===== config.mk =====
export PLATFORM = sky130hd
export DESIGN_NAME = cmt_timer
export DESIGN_NICKNAME = d
export VERILOG_FILES = /design/src/rtl/cmt_pkg.sv /design/src/rtl/cmt_counter.sv /design/src/rtl/cmt_compare.sv /design/src/rtl/cmt_flag.sv /design/src/rtl/cmt_pin.sv /design/src/rtl/cmt_timer.sv
export SDC_FILE = /design/constraint.sdc
export NUM_CORES = 1
export LEC_CHECK = 0
export ABC_AREA = 1
export BUFFER_PORTS_ARGS = -buffer_cell sky130_fd_sc_hd__buf_2
export CAP_MARGIN = 25
export CORE_ASPECT_RATIO = 0.75
export CORE_MARGIN = 4
export CORE_UTILIZATION = 44
export DETAILED_ROUTE_END_ITERATION = 10
export PLACE_DENSITY = 0.71
export SYNTH_ARGS = -nofsm -noshare
export SYNTH_HDL_FRONTEND = slang
export SYNTH_HIERARCHICAL = 1
export SYNTH_SLANG_ARGS = --single-unit

===== constraint.sdc =====
create_clock -name clk -period 2.2 [get_ports clk]
set_input_delay 0.33 -clock clk [delete_from_list [all_inputs] [get_ports clk]]
set_output_delay 0.33 -clock clk [all_outputs]
set_load 0.005 [all_outputs]

===== src/rtl/cmt_pkg.sv =====
package cmt_pkg;

    typedef enum logic [1:0] {
        ACT_HOLD   = 2'b00,
        ACT_LOW    = 2'b01,
        ACT_HIGH   = 2'b10,
        ACT_TOGGLE = 2'b11
    } pin_act_e;

    typedef struct packed {
        logic hit_a;   // Comparator A event (flag and pin)
        logic hit_p;   // Comparator P event (flag)
        logic clr;     // selected clear source
    } match_s;

    localparam int NUM_FLAGS = 2;
    localparam int FLAG_A    = 0;
    localparam int FLAG_P    = 1;

    function automatic logic next_level(input pin_act_e act, input logic cur);
        logic nxt;
        case (act)
            ACT_LOW:    nxt = 1'b0;
            ACT_HIGH:   nxt = 1'b1;
            ACT_TOGGLE: nxt = ~cur;
            default:    nxt = cur;
        endcase
        return nxt;
    endfunction

endpackage


===== src/rtl/cmt_counter.sv =====
module cmt_counter #(
    parameter int CNT_W = 16
) (
    input  logic             clk,
    input  logic             rst,
    input  logic             en,
    input  logic             pause,
    input  logic             clr_now,
    output logic [CNT_W-1:0] count,
    output logic             run,
    output logic             start
);
    logic en_q;

    assign run   = en & ~pause;
    assign start = en & ~en_q;

    always_ff @(posedge clk) begin
        if (rst) begin
            en_q <= 1'b0;
        end else begin
            en_q <= en;
        end
    end

    always_ff @(posedge clk) begin
        if (rst) begin
            count <= '0;
        end else if (!en) begin
            count <= '0;
        end else if (run) begin
            if (clr_now) begin
                count <= '0;
            end else begin
                count <= count + CNT_W'(1);
            end
        end
    end

endmodule


===== src/rtl/cmt_compare.sv =====
module cmt_compare
    import cmt_pkg::*;
#(
    parameter int CNT_W = 16,
    parameter int PER_W = 3
) (
    input  logic [CNT_W-1:0] count,
    input  logic             run,
    input  logic [CNT_W-1:0] cmp_a,
    input  logic [PER_W-1:0] period,
    input  logic             clr_sel,
    output match_s           ev
);
    localparam int LOW_W = CNT_W - PER_W;

    logic a_raw;
    logic p_raw;

    always_comb begin
        a_raw = run && (cmp_a != '0) && (count == cmp_a);
        p_raw = run && (period != '0) && (count[CNT_W-1:LOW_W] == period)
                && (count[LOW_W-1:0] == '0);
        ev.hit_a = a_raw;
        ev.hit_p = p_raw && !clr_sel;
        ev.clr   = clr_sel ? a_raw : p_raw;
    end

endmodule


===== src/rtl/cmt_flag.sv =====
module cmt_flag (
    input  logic clk,
    input  logic rst,
    input  logic set,
    input  logic clr,
    output logic flag
);
    always_ff @(posedge clk) begin
        if (rst) begin
            flag <= 1'b0;
        end else if (set) begin
            flag <= 1'b1;
        end else if (clr) begin
            flag <= 1'b0;
        end
    end
endmodule


===== src/rtl/cmt_pin.sv =====
module cmt_pin
    import cmt_pkg::*;
(
    input  logic       clk,
    input  logic       rst,
    input  logic       start,
    input  logic       hit_a,
    input  logic [1:0] pin_act,
    input  logic       init_lvl,
    input  logic       pol,
    output logic       level,
    output logic       pin_out
);
    pin_act_e act;

    assign act     = pin_act_e'(pin_act);
    assign pin_out = level ^ pol;

    always_ff @(posedge clk) begin
        if (rst) begin
            level <= 1'b0;
        end else if (start) begin
            level <= init_lvl;
        end else if (hit_a) begin
            level <= next_level(act, level);
        end
    end
endmodule


===== src/rtl/cmt_timer.sv =====
module cmt_timer
    import cmt_pkg::*;
#(
    parameter int CNT_W = 16,
    parameter int PER_W = 3
) (
    input  logic             clk,
    input  logic             rst,
    input  logic             en,
    input  logic             pause,
    input  logic             clr_sel,
    input  logic [CNT_W-1:0] cmp_a,
    input  logic [PER_W-1:0] period,
    input  logic [1:0]       pin_act,
    input  logic             init_lvl,
    input  logic             pol,
    input  logic             clr_a_flag,
    input  logic             clr_p_flag,
    output logic [CNT_W-1:0] count,
    output logic             flag_a,
    output logic             flag_p,
    output logic             pin_out
);
    match_s                 ev;
    logic                   run;
    logic                   start;
    logic                   clr_now;
    logic                   level;
    logic [NUM_FLAGS-1:0]   fset;
    logic [NUM_FLAGS-1:0]   fclr;
    logic [NUM_FLAGS-1:0]   fval;

    assign clr_now = ev.clr;

    cmt_counter #(.CNT_W(CNT_W)) u_cnt (
        .clk     (clk),
        .rst     (rst),
        .en      (en),
        .pause   (pause),
        .clr_now (clr_now),
        .count   (count),
        .run     (run),
        .start   (start)
    );

    cmt_compare #(.CNT_W(CNT_W), .PER_W(PER_W)) u_cmp (
        .count   (count),
        .run     (run),
        .cmp_a   (cmp_a),
        .period  (period),
        .clr_sel (clr_sel),
        .ev      (ev)
    );

    assign fset[FLAG_A] = ev.hit_a;
    assign fset[FLAG_P] = ev.hit_p;
    assign fclr[FLAG_A] = clr_a_flag;
    assign fclr[FLAG_P] = clr_p_flag;

    for (genvar i = 0; i < NUM_FLAGS; i++) begin : g_flag
        cmt_flag u_flag (
            .clk  (clk),
            .rst  (rst),
            .set  (fset[i]),
            .clr  (fclr[i]),
            .flag (fval[i])
        );
    end

    assign flag_a = fval[FLAG_A];
    assign flag_p = fval[FLAG_P];

    cmt_pin u_pin (
        .clk      (clk),
        .rst      (rst),
        .start    (start),
        .hit_a    (ev.hit_a),
        .pin_act  (pin_act),
        .init_lvl (init_lvl),
        .pol      (pol),
        .level    (level),
        .pin_out  (pin_out)
    );

endmodule


==> impl_results.md <==
* EDFF count, synth at 0
* Crit end category: flip-flop
* Most common cell in the netlist: nand2_1
* Setup Skew at 0.00808 ns
* Vias in the first global route at 1,461
* Routability congestion estimate at roughly 0.9
* Reg2reg start: u_cnt/count[1]
* Post-synthesis sequential area ratio at between 20% and 30%
* Tot Pwr at 753 uW
* Power per cell area at around 400 mW/mm2
* Leakage at 0.990 nW
* Register Area at between 400 and 500 um2
* Switching Share at roughly a quarter
* Share of cells above drive strength 1 at between 20% and 30%
* CP startpoint: u_cnt/count[1]
* Reg2Reg Setup Slack at between 0.2 and 0.3 ns
* Post-layout minimum cycle time at between 1.5 and 2 ns
* Initial antenna violation count at 0
* Psw at 182 uW
* Final setup violation count at 0
* Initial Utilization at between 40% and 50%
* Least-Margin Pin Slew at 0.337 ns
* Slew headroom at 77.5%
* Register share of total power at approximately 49%
* FILL cells at around 370
* First-pass GRT wire length at between 6 and 7 mm
* Ys async rst share at 0%
* Sink Count at 20
* Cts repair resizes at 0
* Final setup TNS at 0 ns
* Total of max-cap violations at 0
* CTS root buffer: clkbuf_8
* Maximum root-to-sink buffer count at 2
* Crit Path Class: flip-flop to flip-flop
* Critical path's slowest cell: dfxtp_1
* Post-synth top flop: dfxtp_1
* Worst hold path class: primary input to flip-flop
* HPWL after DPL at 3.23 mm
* TritonRoute pass-1 iters at 4
* Site Rows at 18
* Max Freq at slightly above 0.5 GHz
* End of the critical path: u_cnt/count[8]
* Slew Limit Fails at 0
* Layout area overhead at 21.7%
* GRT Util Overall at between 10% and 20%
* ANT nets after route at 0
* Util after Layout at ~56%
* Syn Inst Count at 260
* Synth warn at 6
* Crit start category: flip-flop
* Synth area leaders: dfxtp_1 26%, nand2_1 17%, inv_1 11%
* Drt drc at 0
* Status: finished, final reports clean
* NumNets Final at about 350
* Most common cell on crit path: nand2_1
* Footprint of the multi-input gates at 935 um2
* Cells on worst reg2reg path at 15
* VDD IR-drop max at 0.392 mV
* Post-CTS setup repair buffer count at 0
* CTS tree: built
* Die Footprint at around 0.0045 mm2
* Post-synth top area share at between 20% and 30%
* Post-synthesis cell type count at 28
* Via count at approximately 1,700
* Synthesized Nets at just under 300
* Crit-path max FO at 13
* Drt total wl at between 3 and 4 mm
* Grt ovf at 0
* Htree depth at 1
* Worst skew pair latency at between 0.2 and 0.3 ns
* Core Footprint at between 0.003 and 0.004 mm2
* Antenna Cells at 0
* Cell Count, Final, Fillers Out at around 350
* FF-to-FF End: u_cnt/count[8]
* Hold Violations, Final at 0
* Comb pwr share at between 10% and 20%
* Unrepaired setup endpoints after global routing: false
* Worst-path cell chain: inv_1 > nand2_1 > nand2_1 > nor2_1 > nand2_1 > nor2_1 > nand4_1 > nand2_1 > inv_1 > o21ai_2 > inv_2 > nand2_1 > o21ai_0 > o21ai_0 > inv_1
* Crit-path max cell delay at between 0.4 and 0.5 ns
* Initial DRC count at 84
* Die height at 59.3 um
* Final period util at approximately 87%
* WP data required at between 2 and 2.5 ns
* Worst path arrival time at 2.07 ns
* Seq cells post-synth at 20
* Post-placement cell count at 347
* # IOs at 49
* Post-synthesis instance area at around 0.0015 mm2
* Vias/cell at 4.73
* CTS buffer count at 3
* Largest net degree at the start of global routing at 14
* CTS hold repair buffers at 0
* Post-synth top area cell: dfxtp_1
* Die extent in x at ~76 um
* Post-synth top cells: 71 x nand2_1, 47 x inv_1, 44 x nor2_1, 20 x dfxtp_1, 12 x o21ai_0
* Pint at ~570 uW
* WL/cell at between 10 and 15 um
* Clk pwr share at 36.5%
* Syn Area/Cell at 5.94 um2
* PortBufs at 48
* Clk slew on worst S/H paths at 0.08 ns
[placed cells by master, fill, tap and decap left out, types with 2 or more instances in the layout]
cell / count
nand2_1: 71
buf_2: 48
inv_1: 47
nor2_1: 44
dfxtp_1: 19
o21ai_0: 12
a21oi_1: 10
nand3_1: 8
nand4_1: 6
clkbuf_8: 4
a21oi_2: 4
inv_2: 4
o21ai_1: 4
xor2_1: 3
nor2_4: 3
nand2_2: 3
ha_1: 3
nor3_1: 2
nor2_2: 2
or2_1: 2
nand2_4: 2
nor2_8: 2
[critical path: cells and delay by family (launching register included)]
kind | cells | cell delay [ns]
simple gates | 8 | 0.71
buf+inv | 4 | 0.35
flops | 1 | 0.42
compound gates | 3 | 0.33
[registers in the layout (all words and copies together), names as in the netlist]
register and cells:
g_flag.u_flag/flag 2, u_cnt/count 16, u_cnt/en_q 1, u_pin/level 1
[power groups by stage]
stage,Combinational (mW),Sequential (mW),Clock (mW)
floorplan,0.0613,0.376,0
global placement,0.108,0.377,0
detailed placement,0.110,0.377,0
CTS,0.111,0.368,0.284
global route,0.127,0.369,0.300
finish,0.110,0.368,0.275
[kinds of logic (layout without fill, tap and decap cells)]
logic type | Yosys count | after routing | share of synthesized area, %
xor+xnor | 3 | 3 | 1.70
simple gates | 148 | 148 | 44.2
compound gates | 33 | 33 | 12.1
flops | 20 | 20 | 25.9
fa+ha+maj | 3 | 3 | 2.43
buf+inv | 53 | 104 | 13.6
[metrics by stage]
step                      hold slack, ns  instance area [um2]  setup WS (ns)
after floorplan                    0.392                 1550          0.523
after global placement             0.454                 1820          0.189
after detailed placement           0.459                 1820          0.140
after CTS                          0.301                 1880          0.283
after global routing               0.315                 1880         0.0190
final                              0.302                 1880          0.276
[cell type report]
class                      count  area share (%)
tap                           40            2.66
multi-input combinational    187            49.7
timing repair buffer          49            13.2
clock buffer                   4            2.93
inverter                      51            10.2
sequential                    20            21.4
[worst min path at each step]
stage / slack, ns / end / startpoint / depth (start not counted)
2_1_floorplan: 0.39 / g_flag[0].u_flag/flag / rst / 1
3_3_place_gp: 0.45 / g_flag[0].u_flag/flag / g_flag[0].u_flag/flag / 2
3_5_place_dp: 0.46 / g_flag[1].u_flag/flag / g_flag[1].u_flag/flag / 2
4_1_cts: 0.30 / g_flag[1].u_flag/flag / rst / 2
5_1_grt: 0.32 / g_flag[1].u_flag/flag / rst / 2
6_report: 0.30 / g_flag[1].u_flag/flag / rst / 2
[routing by layer]
layer / track usage, % / up-vias / share of wire, % / wire, um
met5: 0 / - / 0 / 0
met4: 2.33 / 0 / 0.26 / 10
met3: 4.10 / 2 / 8.2 / 312
met2: 28.0 / 46 / 41 / 1530
met1: 24.3 / 715 / 51 / 1930
li1: - / 897 / - / -
Note: power is estimated with default switching activity, not from simulation.
